==> config.mk <==
export PLATFORM = sky130hd
export DESIGN_NAME = mbox_boot_loader
export DESIGN_NICKNAME = d
export VERILOG_FILES = /design/src/rtl/mbl_pkg.sv /design/src/rtl/mbl_start_ctl.sv /design/src/rtl/mbl_byte_asm.sv /design/src/rtl/mbl_addr_ctr.sv /design/src/rtl/mbl_pm_wr.sv /design/src/rtl/mbox_boot_loader.sv
export SDC_FILE = /design/constraint.sdc
export NUM_CORES = 1
export LEC_CHECK = 0
export ABC_AREA = 1
export BUFFER_PORTS_ARGS = -buffer_cell sky130_fd_sc_hd__clkbuf_2
export CORE_ASPECT_RATIO = 2
export CORE_MARGIN = 10
export CORE_UTILIZATION = 45
export CTS_BUF_LIST = sky130_fd_sc_hd__clkbuf_4 sky130_fd_sc_hd__clkbuf_8
export CTS_CLUSTER_DIAMETER = 120
export DETAILED_ROUTE_END_ITERATION = 10
export GPL_TIMING_DRIVEN = 0
export PLACE_DENSITY = 0.67
export SYNTH_ARGS = -nofsm -noshare
export SYNTH_HDL_FRONTEND = slang
export SYNTH_SLANG_ARGS = --single-unit
==> constraint.sdc <==
create_clock -name clk -period 2.79 [get_ports clk]
set_input_delay 0.558 -clock clk [delete_from_list [all_inputs] [get_ports clk]]
set_output_delay 0.558 -clock clk [all_outputs]
set_load 0.1 [all_outputs]
==> src/rtl/mbl_pkg.sv <==
package mbl_pkg;

  localparam int WORD_W = 24;
  localparam int BYTE_W = 8;

  typedef enum logic [2:0] {
    ST_IDLE,
    ST_LEN,
    ST_HI,
    ST_LO,
    ST_MID
  } ld_state_e;

  // Mailbox indices the sequence expects, in the order the host sends them
  localparam logic [2:0] IDX_LEN    = 3'd3;
  localparam logic [2:0] IDX_UPPER  = 3'd0;
  localparam logic [2:0] IDX_LOWER  = 3'd2;
  localparam logic [2:0] IDX_MIDDLE = 3'd1;

  // Index that is legal in a given state
  function automatic logic [2:0] expected_idx(input ld_state_e st);
    case (st)
      ST_LEN:  return IDX_LEN;
      ST_HI:   return IDX_UPPER;
      ST_LO:   return IDX_LOWER;
      ST_MID:  return IDX_MIDDLE;
      default: return IDX_LEN;
    endcase
  endfunction

  // Instruction word layout: upper byte on top, middle, then lower
  function automatic logic [WORD_W-1:0] pack_word(input logic [BYTE_W-1:0] up,
                                                  input logic [BYTE_W-1:0] mid,
                                                  input logic [BYTE_W-1:0] lo);
    return {up, mid, lo};
  endfunction

endpackage

==> src/rtl/mbl_start_ctl.sv <==
module mbl_start_ctl (
  input  logic clk,
  input  logic rst_n,
  input  logic soft_rst,
  input  logic strap_map,
  input  logic boot_sel,
  output logic clr,
  output logic start
);

  logic arm_q;

  // Armed for exactly one evaluation after any reset is released
  always_ff @(posedge clk or negedge rst_n) begin
    if (!rst_n) arm_q <= 1'b1;
    else        arm_q <= soft_rst;
  end

  assign clr   = soft_rst;
  assign start = arm_q & ~soft_rst & ~strap_map & boot_sel;

  AST_START_ONCE: assert property (@(posedge clk) disable iff (!rst_n)
    start |=> !start);

endmodule

==> src/rtl/mbl_byte_asm.sv <==
module mbl_byte_asm
  import mbl_pkg::*;
#(
  parameter int LEN_W = 8
) (
  input  logic              clk,
  input  logic              rst_n,
  input  logic              clr,
  input  logic              start,
  input  logic              wr_valid,
  input  logic [2:0]        wr_idx,
  input  logic [BYTE_W-1:0] wr_byte,
  input  logic              addr_last,
  output logic              len_load,
  output logic [LEN_W-1:0]  len_val,
  output logic              word_done,
  output logic [WORD_W-1:0] word,
  output logic              busy,
  output logic              seq_err
);

  ld_state_e         state_q, state_d;
  logic [BYTE_W-1:0] hi_q, lo_q;
  logic              err_q;
  logic              hit, bad;

  assign hit = wr_valid & ~clr & (state_q != ST_IDLE) & (wr_idx == expected_idx(state_q));
  assign bad = wr_valid & ~clr & (state_q != ST_IDLE) & (wr_idx != expected_idx(state_q));

  always_comb begin
    state_d   = state_q;
    len_load  = 1'b0;
    word_done = 1'b0;
    case (state_q)
      ST_LEN: if (hit) begin
        len_load = 1'b1;
        state_d  = ST_HI;
      end
      ST_HI:  if (hit) state_d = ST_LO;
      ST_LO:  if (hit) state_d = ST_MID;
      ST_MID: if (hit) begin
        word_done = 1'b1;
        state_d   = addr_last ? ST_IDLE : ST_HI;
      end
      default: if (start) state_d = ST_LEN;
    endcase
    if (clr) state_d = ST_IDLE;
  end

  always_ff @(posedge clk or negedge rst_n) begin
    if (!rst_n) begin
      state_q <= ST_IDLE;
      hi_q    <= '0;
      lo_q    <= '0;
      err_q   <= 1'b0;
    end else begin
      state_q <= state_d;
      if (hit && state_q == ST_HI) hi_q <= wr_byte;
      if (hit && state_q == ST_LO) lo_q <= wr_byte;
      if (clr)      err_q <= 1'b0;
      else if (bad) err_q <= 1'b1;
    end
  end

  assign len_val = wr_byte[LEN_W-1:0];
  assign word    = pack_word(hi_q, wr_byte, lo_q);
  assign busy    = (state_q != ST_IDLE);
  assign seq_err = err_q;

  AST_BAD_HOLDS_STATE: assert property (@(posedge clk) disable iff (!rst_n)
    bad |=> state_q == $past(state_q));
  AST_ERR_STICKY: assert property (@(posedge clk) disable iff (!rst_n)
    seq_err && !clr |=> seq_err);

endmodule

==> src/rtl/mbl_addr_ctr.sv <==
module mbl_addr_ctr #(
  parameter int PM_ADDR_W = 11,
  localparam int LEN_W = PM_ADDR_W - 3
) (
  input  logic                 clk,
  input  logic                 rst_n,
  input  logic                 clr,
  input  logic                 len_load,
  input  logic [LEN_W-1:0]     len_val,
  input  logic                 word_done,
  output logic [PM_ADDR_W-1:0] addr,
  output logic                 is_last
);

  // Top address of an image of 8*(len+1) words
  function automatic logic [PM_ADDR_W-1:0] top_of(input logic [LEN_W-1:0] len);
    return {len, 3'b111};
  endfunction

  logic [PM_ADDR_W-1:0] addr_q;

  always_ff @(posedge clk or negedge rst_n) begin
    if (!rst_n)         addr_q <= '0;
    else if (clr)       addr_q <= '0;
    else if (len_load)  addr_q <= top_of(len_val);
    else if (word_done) addr_q <= addr_q - 1'b1;
  end

  assign addr    = addr_q;
  assign is_last = (addr_q == '0);

  AST_ADDR_STEP: assert property (@(posedge clk) disable iff (!rst_n)
    word_done && !is_last && !clr |=> addr == $past(addr) - 1'b1);

endmodule

==> src/rtl/mbl_pm_wr.sv <==
module mbl_pm_wr
  import mbl_pkg::*;
#(
  parameter int PM_ADDR_W = 11
) (
  input  logic                 clk,
  input  logic                 rst_n,
  input  logic                 clr,
  input  logic                 word_done,
  input  logic [PM_ADDR_W-1:0] addr,
  input  logic [WORD_W-1:0]    word,
  input  logic                 is_last,
  output logic                 pm_we,
  output logic [PM_ADDR_W-1:0] pm_addr,
  output logic [WORD_W-1:0]    pm_wdata,
  output logic                 done
);

  logic                 we_q, last_q, done_q;
  logic [PM_ADDR_W-1:0] addr_q;
  logic [WORD_W-1:0]    data_q;

  always_ff @(posedge clk or negedge rst_n) begin
    if (!rst_n) begin
      we_q   <= 1'b0;
      last_q <= 1'b0;
      done_q <= 1'b0;
      addr_q <= '0;
      data_q <= '0;
    end else begin
      we_q   <= word_done & ~clr;
      last_q <= word_done & is_last & ~clr;
      done_q <= we_q & last_q & ~clr;
      if (word_done) begin
        addr_q <= addr;
        data_q <= word;
      end
    end
  end

  assign pm_we    = we_q;
  assign pm_addr  = addr_q;
  assign pm_wdata = data_q;
  assign done     = done_q;

  AST_WE_SINGLE: assert property (@(posedge clk) disable iff (!rst_n)
    pm_we |=> !pm_we);
  AST_DONE_AT_ZERO: assert property (@(posedge clk) disable iff (!rst_n)
    done |-> $past(pm_we) && ($past(pm_addr) == '0));

endmodule

==> src/rtl/mbox_boot_loader.sv <==
module mbox_boot_loader
  import mbl_pkg::*;
#(
  parameter int PM_ADDR_W = 11,
  parameter int MB_DATA_W = 16,
  localparam int LEN_W = PM_ADDR_W - 3
) (
  input  logic                 clk,
  input  logic                 rst_n,
  input  logic                 soft_rst,
  input  logic                 strap_map,
  input  logic                 boot_sel,
  input  logic                 mb_wr_valid,
  input  logic [2:0]           mb_wr_idx,
  input  logic [MB_DATA_W-1:0] mb_wr_data,
  output logic [PM_ADDR_W-1:0] pm_addr,
  output logic [WORD_W-1:0]    pm_wdata,
  output logic                 pm_we,
  output logic                 boot_active,
  output logic                 boot_done,
  output logic                 seq_err
);

  // Internal events, named for the assertions
  logic                 clr, start;
  logic                 len_load, word_done, busy, is_last;
  logic [LEN_W-1:0]     len_val;
  logic [WORD_W-1:0]    word;
  logic [PM_ADDR_W-1:0] cur_addr;
  logic                 unused_upper;

  // Only the low byte of each mailbox write is meaningful
  assign unused_upper = ^mb_wr_data[MB_DATA_W-1:BYTE_W];

  mbl_start_ctl u_start (
    .clk       (clk),
    .rst_n     (rst_n),
    .soft_rst  (soft_rst),
    .strap_map (strap_map),
    .boot_sel  (boot_sel),
    .clr       (clr),
    .start     (start)
  );

  mbl_byte_asm #(.LEN_W(LEN_W)) u_asm (
    .clk       (clk),
    .rst_n     (rst_n),
    .clr       (clr),
    .start     (start),
    .wr_valid  (mb_wr_valid),
    .wr_idx    (mb_wr_idx),
    .wr_byte   (mb_wr_data[BYTE_W-1:0]),
    .addr_last (is_last),
    .len_load  (len_load),
    .len_val   (len_val),
    .word_done (word_done),
    .word      (word),
    .busy      (busy),
    .seq_err   (seq_err)
  );

  mbl_addr_ctr #(.PM_ADDR_W(PM_ADDR_W)) u_addr (
    .clk       (clk),
    .rst_n     (rst_n),
    .clr       (clr),
    .len_load  (len_load),
    .len_val   (len_val),
    .word_done (word_done),
    .addr      (cur_addr),
    .is_last   (is_last)
  );

  mbl_pm_wr #(.PM_ADDR_W(PM_ADDR_W)) u_wr (
    .clk       (clk),
    .rst_n     (rst_n),
    .clr       (clr),
    .word_done (word_done),
    .addr      (cur_addr),
    .word      (word),
    .is_last   (is_last),
    .pm_we     (pm_we),
    .pm_addr   (pm_addr),
    .pm_wdata  (pm_wdata),
    .done      (boot_done)
  );

  assign boot_active = busy | pm_we;

  AST_WE_ACTIVE: assert property (@(posedge clk) disable iff (!rst_n)
    pm_we |-> boot_active);
  AST_DONE_PULSE: assert property (@(posedge clk) disable iff (!rst_n)
    boot_done |=> !boot_done && !boot_active);

endmodule

==> flow_summary.toml, run 1 <==
[outcome]
status = "finished, final reports clean"

[critical_path]
crit_type = "flop to output port"
cp.depth = 3
r2r-start = "u_asm.state_q[1]"
worst-r2r-setup-slack_ns = 0.78
worstPathArrival_ns = 1.47
slowest_stage = "dfrtp_1"
critical_path_buf_inv_count = 1
cp-start-kind = "flop"
worstReg2RegEnd = "u_addr.addr[0]"
crit_fanout = 6
worst-r2r-cell-count = 8
critPathCaptureType = "output port"
crit_chain = "nor2_2, nand3b_1, clkbuf_2"
crit_end = "boot_active"
critPathMaxStageDelay_ns = 0.45
startpoint = "u_asm.state_q[1]"
critPathTopFamily = "flip-flops"
crit_required_ns = 2.23

[power]
ir_drop_uv = 350.9
p_sw_share_pct = 34.84
seqPwrFrac_pct = 46.8
power_density_nw_per_um2 = 654.2
p_comb_share_pct = 23.1
p_leak_nw = 2.049
clkPwrFrac_pct = 30.1
p_int_mw = 1.595
switchingPower_mw = 0.8527

[synthesis]
ys.warnings.count = 0
synthMuxAreaShare_pct = 0
ys.flop_type = "dfrtp_1"
yosysTopAreaCell = "dfrtp_1"
synth_cell_type_count = 30
synthesis.nets = 395
syn_area_per_cell_um2 = 8.541
yosys.area_share.simple_pct = 25.56
netlist_instances = 368
ys_top_cells_by_count = "nand2_1 (136), dfrtp_1 (69), inv_1 (32)"
synth_most_common_cell = "nand2_1"
synthXorXnorAreaFrac_pct = 1.672
synth_area_um2 = 3143
synth.area.top_cells = "dfrtp_1 (55%), nand2_1 (16%), o21ai_1 (4.6%)"
synth-seq-cells = 70
synth_top_area_share_pct = 54.94
synth_edf_count = 0
synthAdderAreaFrac_pct = 0.7962
seq_area_frac_synth_pct = 55.77
synth_top_family_by_area = "simple AND/OR/NAND/NOR gates"
ys_async_sr_fraction_pct = 100.0
synth_compound_gate_area_share_pct = 9.713

[detailed_routing]
vias = 2645
route.detailed.wl_per_inst_um = 14.56
viasPerCell = 4.991
drc = 0
dr.pass1.iters = 4
ant_nets = 0
drt_iter0_drc = 139
wl_um = 7719

[clocking]
cts-root-buf = "clkbuf_8"
clockBufferDepth = 2
clkSlewWorstSetupHoldPaths_ns = 0.07
clk-insertion-delay-late_ns = 0.36
cts.htree.levels = 3
cts-resized-gates = 0
postCtsSetupBuffers = 0
numClockSinks = 70
cts_hold_buf = 0
cts_tree = "done"
cts_inserted_buffers = 9

[grt]
antenna_found_initial = 0
grt_pass1_vias = 2717
grt_max_degree = 48
grtUsageTotal_pct = 14.90
grt_pass1_wl_um = 13010
globalRouteOverflowTotal = 0

[die]
die-area_um2 = 10930
initial_core_util_pct = 45.64
die_h_um = 138.2
fp.dieW_um = 79.10
core_area_um2 = 6887
ios = 64
fp-row-count = 43

[sta]
period_minus_slack_ns = 2.030
relSlewSlack_pct = 61.60
grt_setup_unrepaired = "no"
fin_crit_sh_pct = 72.75
setup_tns_ns = 0
finalClockSkew_ns = 0.01070
slew_viol_final = 0
max_freq_mhz = 492.7
timing.hold.ws_ns = 0.1300
tightestPinTransition_ns = 0.5760
finalHoldViolations = 0
setup_viol = 0

[cells_and_area]
drive_gt1_share_pct = 21.14
antenna_cells = 0
final_nets = 462
area_growth_pct = 19.03
final_area_um2 = 3741

[place]
portBuffers = 55
gp_congestion = 0.8474
post_dp_cell_area_um2 = 3561
dp_hpwl_um = 5955

[hold_path]
hold_path_class = "primary input to asynchronous set/reset pin"

[job]
drv_cap = 0
## per-stage QoR
step | setup WS [ns] | utilization, % | instances | power (mW)
detailed placement | 0.4767 | 51.71 | 514 | 1.732
CTS | 0.7382 | 54.32 | 530 | 2.474
floorplan | 0.4773 | - | 368 | 1.599
finish | 0.7604 | 54.32 | 530 | 2.447
global route | 0.5500 | 54.32 | 530 | 2.585
global placement | 0.4805 | 51.27 | 513 | 1.717
## logic make-up after synthesis
group	count (synthesis)
compound gates	55
simple gates	185
flops	70
fa+ha+maj	2
buf+inv	50
xor+xnor	6
## layout by cell type, fill, tap and decap left out, drive strengths merged, types with 2 or more instances in the layout
master / n
a21oi: 8
buf: 9
clkbuf: 73
clkinv: 4
dfrtp: 69
ha: 2
inv: 35
nand2: 137
nand3: 11
nand3b: 2
nand4: 17
nor2: 14
nor3: 3
o21a: 3
o21ai: 43
xor2: 6
## worst min path at each step
stage	slack, ns	to	start	cells past startpoint
2_1_floorplan	0.26	u_addr.addr[0]	rst_n	0
3_3_place_gp	0.45	u_wr.pm_wdata[2]	u_asm.lo_q[2]	2
3_5_place_dp	0.45	u_wr.pm_wdata[4]	u_asm.lo_q[4]	2
4_1_cts	0.12	u_wr.pm_addr[2]	rst_n	1
5_1_grt	0.15	u_wr.pm_addr[2]	rst_n	1
6_report	0.13	u_wr.pm_addr[2]	rst_n	1
## registers in the layout, summed over array words and instances (netlist names)
name and cells:
u_wr.done 1, u_wr.pm_wdata 24, u_addr.addr 11, u_start.arm_q 1, u_asm.hi_q 8, u_wr.pm_we 1
u_wr.pm_addr 11, u_asm.state_q 3, u_wr.last_q 1, u_asm.seq_err 1, u_asm.lo_q 8
## routing by layer
metal	vias to the layer above	GRT usage, %	part of all wire, %
met5	-	0	0
li1	1319	-	-
met3	19	4.221	5.8
met4	0	9.402	3.0
met1	1241	15.07	36
met2	66	25.62	55
## area by class of cell
cell class / instances / area [um2]
Buffer: 15 / 72.57
Clock buffer: 11 / 145.1
Clock inverter: 5 / 35.03
Fill cell: 673 / 3146
Inverter: 35 / 131.4
Multi-Input combinational cell: 248 / 1186
Sequential cell: 70 / 1753
Tap cell: 90 / 112.6
Timing Repair Buffer: 56 / 305.3
## power by group through the flow
stage / Clock (mW) / Sequential (mW) / Combinational, mW
6_report: 0.736 / 1.15 / 0.565
5_1_grt: 0.806 / 1.16 / 0.623
4_1_cts: 0.759 / 1.15 / 0.569
3_5_place_dp: 0 / 1.17 / 0.566
3_3_place_gp: 0 / 1.16 / 0.553
2_1_floorplan: 0 / 1.26 / 0.339
No activity file was read; power rests on OpenSTA's default activity.
==> inputs of run 2 (changes only) <==
clock period = 2.04 ns   (was 2.79 ns; I/O delays follow)
==> flow_summary.toml, run 2 (synthesis results as in run 1) <==
[critical_path]
critPathCaptureType = "flop"
crit_fanout = 10
r2r-start = "u_asm.state_q[1]"
crit_type = "flop to flop"
crit_required_ns = 2.25
cp-start-kind = "flop"
worst-r2r-cell-count = 7
startpoint = "u_asm.state_q[1]"
worstPathArrival_ns = 2.10

[detailed_routing]
route.detailed.wl_per_inst_um = 15.00
vias = 2615
drc = 0
drt_iter0_drc = 166
wl_um = 7964
dr.pass1.iters = 4
ant_nets = 0
viasPerCell = 4.925

[sta]
max_freq_mhz = 528.1
slew_viol_final = 0
period_minus_slack_ns = 1.894
relSlewSlack_pct = 62.20
tightestPinTransition_ns = 0.5694
finalHoldViolations = 0
setup_tns_ns = 0
grt_setup_unrepaired = "no"
fin_crit_sh_pct = 92.82
setup_viol = 0
timing.hold.ws_ns = 0.006458
finalClockSkew_ns = 0.009779

[grt]
grt_pass1_vias = 2711
grt_max_degree = 47
grt_pass1_wl_um = 13160
antenna_found_initial = 0
globalRouteOverflowTotal = 0
grtUsageTotal_pct = 15.08

[power]
p_leak_nw = 2.076
power_density_nw_per_um2 = 898.4
ir_drop_uv = 563.0

[die]
core_area_um2 = 6887
fp-row-count = 43
die-area_um2 = 10930
ios = 64
die_h_um = 138.2
fp.dieW_um = 79.10
initial_core_util_pct = 45.64

[clocking]
clkSlewWorstSetupHoldPaths_ns = 0.07
clk-insertion-delay-late_ns = 0.34
cts-root-buf = "clkbuf_8"
cts_tree = "done"
cts_inserted_buffers = 9
clockBufferDepth = 2
cts.htree.levels = 3
cts_hold_buf = 0
numClockSinks = 70

[place]
dp_hpwl_um = 5939
portBuffers = 55
gp_congestion = 0.8293

[cells_and_area]
final_util_pct = 55.14
final_nets = 464
layout_commonest_cell = "nand2_1"
seq_area_um2 = 1755
drive_gt1_share_pct = 24.04
multi_input_area_um2 = 1219
n_fill_cell = 694
final_cell_mix = "nand2_1 (134), dfrtp_1 (67), clkbuf_2 (59)"
largest_reg_flops = 24
antenna_cells = 0
area_growth_pct = 20.82

[hold_path]
hold_path_class = "primary input to asynchronous set/reset pin"

[outcome]
status = "finished, final reports clean"

[job]
drv_cap = 0
## run 2: cell types whose count changed in the layout (fill, tap and decap cells not counted), moves of 2 or more
cell / before / now
nand2_2: 1 / 3
clkbuf_1: 7 / 2
dfrtp_2: 0 / 2
clkbuf_2: 54 / 59
dfrtp_1: 69 / 67
buf_4: 3 / 5
nand2_1: 136 / 134
## run 2: worst paths after layout
kind | endpoint | slack (ns)
min | u_asm.seq_err | 0.006
min reg2reg | u_wr.pm_wdata[1] | 0.47
min in group clk | u_start.arm_q | 0.16
max in group asynchronous | u_wr.pm_wdata[17] | 1.47
max reg2reg | u_wr.pm_wdata[8] | 0.15
max | u_wr.pm_wdata[8] | 0.15
## run 2: cell type report
class,count,share of cell area (%)
sequential,70,46.23
multi-input combinational,248,32.09
timing repair buffer,58,8.435
clock buffer,12,4.020
inverter,35,3.460
tap,90,2.965
buffer,15,2.241
clock inverter,3,0.5601
## run 2: routing by layer
layer  vias to the layer above  routed length, um  track usage, %
met2                        58               4489           27.08
met5                         -                  0               0
li1                       1316                  -               -
met4                         0                164           6.838
met3                        14                387           3.961
met1                      1227               2922           15.51
## run 2: critical path, cell delays in order, from the launching register on
cell	delay, ns
dfrtp_2	0.47
nor2_4	0.16
nand2_1	0.10
nand3_1	0.19
nand2_2	0.11
nand4_4	0.16
clkbuf_1	0.45
o21ai_1	0.12
## run 2: what timing repair did
action,4_1_cts,5_1_grt
hold endpoints to repair,0,0
endpoints found under the setup margin,0,61
resized for setup,0,23
buffers inserted,0,2
## run 2: power by group
group,leakage (nW),internal [mW],total [mW],switching [mW]
Clock,0.0893,0.495,0.993,0.498
Combinational,1.04,0.227,0.838,0.611
Sequential,0.942,1.50,1.58,0.0780
## run 2: metrics by stage
stage	worst slack (ns)	power, mW	area (um2)	cells
floorplan	0.1403	2.187	3144	368
global placement	-0.1080	2.351	3532	513
detailed placement	-0.1345	2.373	3562	514
CTS	0.001235	3.373	3736	529
global route	0.0008060	3.580	3797	531
finish	0.1465	3.412	3797	531
